===== src/rtl/gpio_irq_pkg.sv =====
package gpio_irq_pkg;

   localparam int FIELD_W = 4;
   localparam int WORD_W  = 32;

   typedef enum logic [FIELD_W-1:0] {
      TRIG_LVL_LO = 4'd0,
      TRIG_LVL_HI = 4'd1,
      TRIG_FALL   = 4'd2,
      TRIG_RISE   = 4'd3,
      TRIG_ANY    = 4'd4
   } trig_mode_e;

   // Event for one pin, given its code and synchronised value now and one cycle ago.
   function automatic logic trig_event(input logic [FIELD_W-1:0] code,
                                       input logic cur, input logic prev);
      logic hit;
      case (code)
         TRIG_LVL_LO: hit = ~cur;
         TRIG_LVL_HI: hit = cur;
         TRIG_FALL:   hit = ~cur & prev;
         TRIG_RISE:   hit = cur & ~prev;
         TRIG_ANY:    hit = cur ^ prev;
         default:     hit = 1'b0;
      endcase
      return hit;
   endfunction

endpackage


===== src/rtl/gpio_irq_sync.sv =====
module gpio_irq_sync #(
   parameter int   WIDTH   = 8,
   parameter int   STAGES  = 2,
   parameter logic RST_VAL = 1'b1
) (
   input  logic             clk,
   input  logic             rst_n,
   input  logic [WIDTH-1:0] din,
   output logic [WIDTH-1:0] cur,
   output logic [WIDTH-1:0] prev
);

   localparam int DEPTH = STAGES + 1;

   if (STAGES < 2) begin : g_bad_stages
      $error("gpio_irq_sync: STAGES must be at least 2");
   end

   logic [WIDTH-1:0] chain [DEPTH];

   always_ff @(posedge clk or negedge rst_n) begin
      if (!rst_n) begin
         for (int i = 0; i < DEPTH; i++) chain[i] <= {WIDTH{RST_VAL}};
      end else begin
         chain[0] <= din;
         for (int i = 1; i < DEPTH; i++) chain[i] <= chain[i-1];
      end
   end

   assign cur  = chain[STAGES-1];
   assign prev = chain[STAGES];

endmodule


===== src/rtl/gpio_irq_group.sv =====
module gpio_irq_group
   import gpio_irq_pkg::*;
#(
   parameter int PINS = 8
) (
   input  logic                clk,
   input  logic                rst_n,
   input  logic                wr_cfg,
   input  logic                wr_mask,
   input  logic                wr_pend,
   input  logic [WORD_W-1:0]   wdata,
   input  logic [PINS-1:0]     pin_cur,
   input  logic [PINS-1:0]     pin_prev,
   output logic [WORD_W-1:0]   cfg_q,
   output logic [PINS-1:0]     mask_q,
   output logic [PINS-1:0]     pend_q
);

   localparam int CFG_BITS = PINS * FIELD_W;

   if (CFG_BITS != WORD_W) begin : g_bad_pins
      $error("gpio_irq_group: PINS trigger fields must fill one word exactly");
   end

   logic [PINS-1:0] evt;
   logic [PINS-1:0] clr;

   for (genvar p = 0; p < PINS; p++) begin : g_pin
      assign evt[p] = trig_event(cfg_q[p*FIELD_W +: FIELD_W], pin_cur[p], pin_prev[p]);
   end

   assign clr = wr_pend ? wdata[PINS-1:0] : '0;

   always_ff @(posedge clk or negedge rst_n) begin
      if (!rst_n) begin
         cfg_q  <= '0;
         mask_q <= '1;
         pend_q <= '0;
      end else begin
         if (wr_cfg)  cfg_q  <= wdata;
         if (wr_mask) mask_q <= wdata[PINS-1:0];
         pend_q <= (pend_q & ~clr) | evt;
      end
   end

   AST_EVENT_LATCHES: assert property (@(posedge clk) disable iff (!rst_n)
      (|evt) |=> ((pend_q & $past(evt)) == $past(evt)));

   AST_ONE_CLEARS: assert property (@(posedge clk) disable iff (!rst_n)
      (wr_pend && |(wdata[PINS-1:0] & ~evt)) |=> ((pend_q & $past(wdata[PINS-1:0] & ~evt)) == '0));

   AST_ZERO_WRITE_NOP: assert property (@(posedge clk) disable iff (!rst_n)
      (wr_pend && wdata[PINS-1:0] == '0 && evt == '0) |=> (pend_q == $past(pend_q)));

   AST_MASK_HOLDS: assert property (@(posedge clk) disable iff (!rst_n)
      !wr_mask |=> $stable(mask_q));

endmodule


===== src/rtl/gpio_irq_ctrl.sv =====
module gpio_irq_ctrl
   import gpio_irq_pkg::*;
#(
   parameter int NUM_GROUPS     = 21,
   parameter int PINS_PER_GROUP = 8,
   parameter int SYNC_STAGES    = 2,
   parameter int ADDR_W         = 12,
   parameter int CFG_BASE       = 'h700,
   parameter int MASK_BASE      = 'h900,
   parameter int PEND_BASE      = 'hA00
) (
   input  logic                                   clk,
   input  logic                                   rst_n,
   input  logic [NUM_GROUPS*PINS_PER_GROUP-1:0]   gpio_i,
   input  logic [ADDR_W-1:0]                      bus_addr,
   input  logic                                   bus_wen,
   input  logic [31:0]                            bus_wdata,
   output logic [31:0]                            bus_rdata,
   output logic                                   irq_o
);

   localparam int NUM_PINS  = NUM_GROUPS * PINS_PER_GROUP;
   localparam int BANK_SPAN = NUM_GROUPS * 4;

   if (PINS_PER_GROUP * FIELD_W != WORD_W) begin : g_bad_group
      $error("gpio_irq_ctrl: trigger fields of a group must fill one word");
   end
   if (CFG_BASE + BANK_SPAN > MASK_BASE || MASK_BASE + BANK_SPAN > PEND_BASE) begin : g_bad_map
      $error("gpio_irq_ctrl: register banks overlap");
   end
   if (PEND_BASE + BANK_SPAN > (1 << ADDR_W)) begin : g_bad_addr
      $error("gpio_irq_ctrl: ADDR_W too narrow for the register map");
   end

   logic [NUM_PINS-1:0]       pin_cur, pin_prev;
   logic [WORD_W-1:0]         cfg_w  [NUM_GROUPS];
   logic [PINS_PER_GROUP-1:0] mask_w [NUM_GROUPS];
   logic [PINS_PER_GROUP-1:0] pend_w [NUM_GROUPS];
   logic                      any_active;
   logic                      pend_any;
   logic                      mask_all;

   gpio_irq_sync #(
      .WIDTH   (NUM_PINS),
      .STAGES  (SYNC_STAGES),
      .RST_VAL (1'b1)
   ) u_sync (
      .clk  (clk),
      .rst_n(rst_n),
      .din  (gpio_i),
      .cur  (pin_cur),
      .prev (pin_prev)
   );

   for (genvar g = 0; g < NUM_GROUPS; g++) begin : g_grp
      localparam logic [ADDR_W-1:0] A_CFG  = ADDR_W'(CFG_BASE  + 4 * g);
      localparam logic [ADDR_W-1:0] A_MASK = ADDR_W'(MASK_BASE + 4 * g);
      localparam logic [ADDR_W-1:0] A_PEND = ADDR_W'(PEND_BASE + 4 * g);

      gpio_irq_group #(
         .PINS(PINS_PER_GROUP)
      ) u_group (
         .clk     (clk),
         .rst_n   (rst_n),
         .wr_cfg  (bus_wen && bus_addr == A_CFG),
         .wr_mask (bus_wen && bus_addr == A_MASK),
         .wr_pend (bus_wen && bus_addr == A_PEND),
         .wdata   (bus_wdata),
         .pin_cur (pin_cur [g*PINS_PER_GROUP +: PINS_PER_GROUP]),
         .pin_prev(pin_prev[g*PINS_PER_GROUP +: PINS_PER_GROUP]),
         .cfg_q   (cfg_w[g]),
         .mask_q  (mask_w[g]),
         .pend_q  (pend_w[g])
      );
   end

   always_comb begin
      bus_rdata = '0;
      for (int g = 0; g < NUM_GROUPS; g++) begin
         if (bus_addr == ADDR_W'(CFG_BASE + 4 * g))  bus_rdata = cfg_w[g];
         if (bus_addr == ADDR_W'(MASK_BASE + 4 * g)) bus_rdata = WORD_W'(mask_w[g]);
         if (bus_addr == ADDR_W'(PEND_BASE + 4 * g)) bus_rdata = WORD_W'(pend_w[g]);
      end
   end

   always_comb begin
      any_active = 1'b0;
      pend_any   = 1'b0;
      mask_all   = 1'b1;
      for (int g = 0; g < NUM_GROUPS; g++) begin
         any_active = any_active | (|(pend_w[g] & ~mask_w[g]));
         pend_any   = pend_any | (|pend_w[g]);
         mask_all   = mask_all & (&mask_w[g]);
      end
   end

   always_ff @(posedge clk or negedge rst_n) begin
      if (!rst_n) irq_o <= 1'b0;
      else        irq_o <= any_active;
   end

   AST_IRQ_NEEDS_PEND: assert property (@(posedge clk) disable iff (!rst_n)
      irq_o |-> $past(pend_any));

   AST_FULL_MASK_QUIET: assert property (@(posedge clk) disable iff (!rst_n)
      $past(mask_all) |-> !irq_o);

   AST_RESET_IDLE: assert property (@(posedge clk)
      !rst_n |=> (!irq_o || !$past(rst_n, 1) && rst_n));

endmodule


===== config.mk =====
export PLATFORM = sky130hd
export DESIGN_NAME = gpio_irq_ctrl
export DESIGN_NICKNAME = d
export VERILOG_FILES = /design/src/rtl/gpio_irq_pkg.sv /design/src/rtl/gpio_irq_sync.sv /design/src/rtl/gpio_irq_group.sv /design/src/rtl/gpio_irq_ctrl.sv
export SDC_FILE = /design/constraint.sdc
export NUM_CORES = 2
export LEC_CHECK = 0
export BUFFER_PORTS_ARGS = -buffer_cell sky130_fd_sc_hd__buf_2
export CORE_MARGIN = 2
export CORE_UTILIZATION = 60
export CTS_CLUSTER_SIZE = 20
export DETAILED_ROUTE_END_ITERATION = 6
export PLACE_DENSITY = 0.75
export SETUP_SLACK_MARGIN = 0.5
export SYNTH_ARGS = -nofsm -noshare
export SYNTH_HDL_FRONTEND = slang
export SYNTH_SLANG_ARGS = --single-unit

===== constraint.sdc =====
create_clock -name clk -period 2.8 [get_ports clk]
set_input_delay 0.14 -clock clk [delete_from_list [all_inputs] [get_ports clk]]
set_output_delay 0.14 -clock clk [all_outputs]
set_load 0.1 [all_outputs]

==> results.py, run 1 <==
metrics = {
    "global_route": {
        "overflow": 77,
        "antenna_found_initial": 74,
        "grtUsageTotal_pct": 74.6,
        "grt_max_degree": 105,
    },
    "synth": {
        "avgSynthCellArea_um2": 11.1,
        "yosys_warnings": 0,
        "syn_inst": 6626,
        "syn_nets": 7177,
        "ys_seq_area_share_pct": 52.8,
        "syn_area_mm2": 0.0733,
        "async_flop_share_pct": 100,
        "ys_types": 81,
        "synth_seq_cells": 1513,
        "synth-main-ff-cell": "dfrtp_1",
        "synth_edf_count": 0,
    },
    "placement": {
        "gp_congestion": 1.19,
        "placed_area_mm2": 0.0832,
        "hpwlAfterDp_mm": 240,
        "port_buffers": 247,
        "dp_cells": 8939,
    },
    "clock_tree": {
        "clock-sinks": 1513,
        "cts_buffer_depth": 3,
        "ctsHtreeMaxLevel": 4,
        "cts-root-buf": "clkbuf_16",
        "cts_made_buffers": 155,
    },
    "floorplan": {
        "dieHeight_um": 354,
        "start_util_pct": 60.3,
        "die_x_um": 354,
        "rows": 128,
        "io_pins": 248,
    },
    "status": {
        "first-error": "[ERROR GRT-0232] Routing congestion too high. Check the congestion heatmap in the GUI.",
        "failing_step": "global routing",
        "status": "aborted with a tool error",
    },
    "timing": {
        "grt-worst-endpoint": "bus_rdata[7]",
        "endpoint_type": "top-level output",
    },
}
## metal layers
layer / overflow / global-route usage [%]
met1: 1 / 75.7
met2: 35 / 90.3
met3: 0 / 60.3
met4: 41 / 69.7
met5: 0 / 38.0
## cells by family after synthesis
kind of cell / Yosys count / share of synthesized area [%]
flip-flops: 1513 / 52.8
buffers and inverters: 863 / 4.58
AO/OA/AOI/OAI: 1511 / 13.1
AND/OR/NAND/NOR: 1362 / 8.18
multiplexers: 985 / 14.9
adder cells (fa/ha/maj): 336 / 5.74
XOR/XNOR: 56 / 0.669
## synth_stat cells, drive strengths merged (5+ instances only)
cell     number  area [µm²]
a2111oi       9        91.3
a211oi      135        1010
a21oi       324        1620
a221o        28         280
a221oi       49         429
a222oi       36         360
a22o         15         131
a22oi       231        1730
a2bb2oi       5        43.8
a31oi        16         100
a32oi        11        96.3
and2         12        75.1
and3         16         100
buf         149         679
clkbuf      186         698
dfrtp       841       21000
dfstp       672       17700
ha          336        4200
inv         528        1980
mux2        840        9460
mux2i       145        1450
nand2       545        2050
nand2b        6        37.5
nand3        75         375
nand4        53         332
nand4bb       5        56.3
nor2        469        1760
nor2b         7        43.8
nor3        108         632
nor3b         5        37.5
nor4         28         181
nor4b         6        58.8
nor4bb        5        50.1
o2111ai      11        96.3
o211ai       25         188
o21ai       447        2240
o221ai       20         181
o22ai       110         688
o31ai         9        67.6
or4           6        48.8
or4b          5        53.8
xor2         56         490
## stage by stage
stage | worst slack, ps | TNS [ps]
3_3_place_gp | -1270 | -49000
4_1_cts | -1280 | -5570
3_5_place_dp | -1250 | -58060
2_1_floorplan | -151 | -1280
## timing repair
item / CTS
buffers inserted: 65
hold endpoints to repair: 961
endpoints found under the setup margin: 34
cloned: 6
gates resized for setup: 293
pin swaps: 99
hold buffers: 360
==> run 2, diff against run 1 <==
- CORE_UTILIZATION: 60 -> 40
- CTS_CLUSTER_SIZE: 20 -> default
- PLACE_DENSITY: 0.75 -> default
- PLACE_DENSITY_LB_ADDON: default -> 0.15
- SETUP_SLACK_MARGIN: 0.5 -> default
==> run 2 against run 1 <==
Against the previous run: the flow now finishes, with violations (DRC, setup timing); synthesized area unchanged; synthesized cell count unchanged.
==> results.py, run 2 <==
metrics = {
    "timing": {
        "setup_violations": 32,
        "skew_ps": 59.8,
        "fin_tns_setup_ps": -9090,
        "timing.slew.headroom_pct": 42.4,
        "fin_ws_ps": -1160,
        "worst_pin_slew_ps": 864,
        "maxSlewViolCount": 0,
        "fin_crit_sh_pct": 141,
        "grt_setup_unrepaired": "yes",
        "hold-worst-slack_ps": 137,
        "finalCriticalPeriod_ps": 3960,
        "hold_viol": 0,
        "fmax_ghz": 0.252,
    },
    "detailed_routing": {
        "drc": 8,
        "drt_first_iter_violations": 6032,
        "avgRoutedWirePerCell_um": 33.9,
        "final_antenna_net_count": 0,
        "route.vias.total": 61900,
        "drt-total-wl_mm": 361,
        "via_per_inst": 5.82,
        "first_pass_iters": 7,
    },
    "clock_tree": {
        "cts_made_buffers": 170,
        "cts-root-buf": "clkbuf_16",
        "ctsHtreeMaxLevel": 4,
        "cts_tree": "built",
        "clock-sinks": 1513,
        "cts_buffer_depth": 3,
        "insertion_delay_ps": 860,
        "path_clk_slew_ps": 60,
    },
    "synth": {
        "syn_area_mm2": 0.0733,
        "ys_seq_area_share_pct": 52.8,
        "syn_nets": 7177,
        "synth_area_leaders": "dfrtp_1 29%, dfstp_2 24%, mux2_2 13%",
        "synth_edf_count": 0,
        "yosys-top-cells-count": "841 x dfrtp_1, 838 x mux2_2, 672 x dfstp_2, 544 x nand2_1, 528 x inv_1",
        "synth_seq_cells": 1513,
        "synth-main-ff-cell": "dfrtp_1",
        "ys_types": 81,
        "yosys_warnings": 0,
        "async_flop_share_pct": 100,
        "synth_top_area_cell": "dfrtp_1",
        "synth_top_area_share_pct": 28.7,
        "syn_inst": 6626,
        "synth.most_common_cell": "dfrtp_1",
        "avgSynthCellArea_um2": 11.1,
    },
    "floorplan": {
        "start_util_pct": 40.2,
        "dieArea_mm2": 0.187,
        "die_x_um": 432,
        "rows": 157,
        "core_mm2": 0.182,
        "dieHeight_um": 432,
        "io_pins": 248,
    },
    "global_route": {
        "grt_pass1_vias": 61200,
        "overflow": 0,
        "grt_first_pass_wirelength_mm": 495,
        "grtUsageTotal_pct": 38.3,
        "grt_max_degree": 100,
        "antenna_found_initial": 31,
    },
    "placement": {
        "gp_congestion": 1.06,
        "port_buffers": 247,
        "hpwlAfterDp_mm": 271,
    },
    "cells_and_area": {
        "nets": 8635,
        "layout-drive-gt1-share_pct": 40.1,
        "top_register": "g_grp.u_group.cfg_q",
        "area_growth_pct": 33.9,
        "mostFrequentLayoutCells": "838 x mux2_2, 830 x dfrtp_1, 768 x buf_4, 672 x dfstp_2, 527 x inv_1",
        "largest_reg_flops": 672,
        "mostFrequentLayoutCell": "mux2_2",
    },
    "worst_setup_path": {
        "end_kind": "output port",
        "worstPathRequired_ps": 2660,
        "critical_path.cell_chain": "buf_12 -> nor4bb_4 -> o21ai_2 -> a311oi_2 -> o211ai_1 -> buf_4 -> a2111oi_4 -> o2111ai_1 -> o211ai_1 -> buf_4 -> nand2_4 -> nand3_4 -> buf_12",
        "crit_type": "flip-flop to output port",
        "setup.worst_path.start_class": "flip-flop",
        "path_max_fanout": 4,
        "max_stage_delay_ps": 370,
        "slowest_stage": "dfrtp_1",
        "worstPathArrival_ps": 3820,
    },
    "status": {
        "status": "complete, but fails checks",
        "failed_checks": "DRC, setup timing",
    },
    "job": {
        "cap_violations": 0,
    },
    "pwr": {
        "power_mw": 50.2,
        "p_per_area_mw_per_mm2": 512,
        "leakagePower_nw": 46.9,
        "worst_ir_drop_vdd_v": 0.000539,
    },
    "hold_path": {
        "hold_class": "primary input to async pin",
    },
}
-- run 2: cell counts after synthesis --
Identical to the previous run, type by type.
-- run 2: critical path: cells and delay by family (launching register included) --
family | cells | cell delay (ps)
compound gates | 6 | 1360
flops | 1 | 370
simple gates | 3 | 380
buf+inv | 4 | 800
-- run 2: cells by family (layout without fill, tap and decap cells) --
| group | count (synthesis) | count (layout) | synth area share [%] |
|---|---|---|---|
| other cells | 0 | 13 | 0 |
| compound gates | 1511 | 1511 | 13.1 |
| xor+xnor | 56 | 56 | 0.669 |
| simple gates | 1362 | 1363 | 8.18 |
| mux | 985 | 985 | 14.9 |
| flops | 1513 | 1513 | 52.8 |
| fa+ha+maj | 336 | 336 | 5.74 |
| buf+inv | 863 | 2470 | 4.58 |
-- run 2: repair_timing --
item                                     CTS  global route
resized for setup                        291            94
setup buffers                             95            20
endpoints found under the setup margin    32            33
hold endpoints to repair                1656             0
pin swaps                                139            65
cloned                                     8             2
hold buffers                             370             0
-- run 2: cell type report --
type	count	area [µm²]
clock buffer	250	5080
fill	16000	84300
multi-input combinational	4251	32600
tap	2385	2980
sequential	1513	38700
inverter	528	1980
clock inverter	72	1030
antenna	13	32.5
timing repair buffer	1620	15700
-- run 2: per-stage QoR --
step | util (%) | instance area, µm² | setup WS, ps | cells
after CTS | 53.5 | 97600 | -1160 | 10600
after global placement | 46.9 | 85500 | -1160 | 9820
after global routing | 53.8 | 98100 | -1290 | 10600
after detailed placement | 46.9 | 85500 | -1170 | 9820
after floorplan | - | 73700 | -151 | 6626
final | 53.8 | 98200 | -1160 | 10600
-- run 2: worst paths after layout --
path / start / to / slack [ps] / depth (start not counted)
max: g_grp[10].u_group.pend_q[7] / bus_rdata[7] / -1160 / 13
min: rst_n / u_sync.prev[9] / 140 / 2
min in group clk: bus_wen / g_grp[0].u_group.mask_q[7] / 160 / 4
min reg2reg: u_sync.cur[16] / u_sync.prev[16] / 320 / 0
max reg2reg: g_grp[17].u_group.pend_q[4] / irq_o / 30 / 9
max in group asynchronous: rst_n / g_grp[14].u_group.cfg_q[6] / 1830 / 3
-- run 2: per-layer routing --
layer	vias to the layer above	GRT usage, %	part of all wire (%)
met4	22	19.0	5.9
li1	26600	-	-
met1	32100	51.8	42
met3	731	6.95	7.0
met2	2518	59.1	45
met5	-	0	0.055
-- run 2: where the power goes --
part / internal (mW) / total [mW] / switching, mW / leakage (nW)
clock network: 14.1 / 24.1 / 9.93 / 2.99
registers: 22.6 / 23.0 / 0.372 / 17.9
logic: 1.26 / 3.18 / 1.92 / 26.0
total: 38.0 / 50.2 / 12.2 / 46.9
Note: power is estimated with default switching activity, not from simulation.
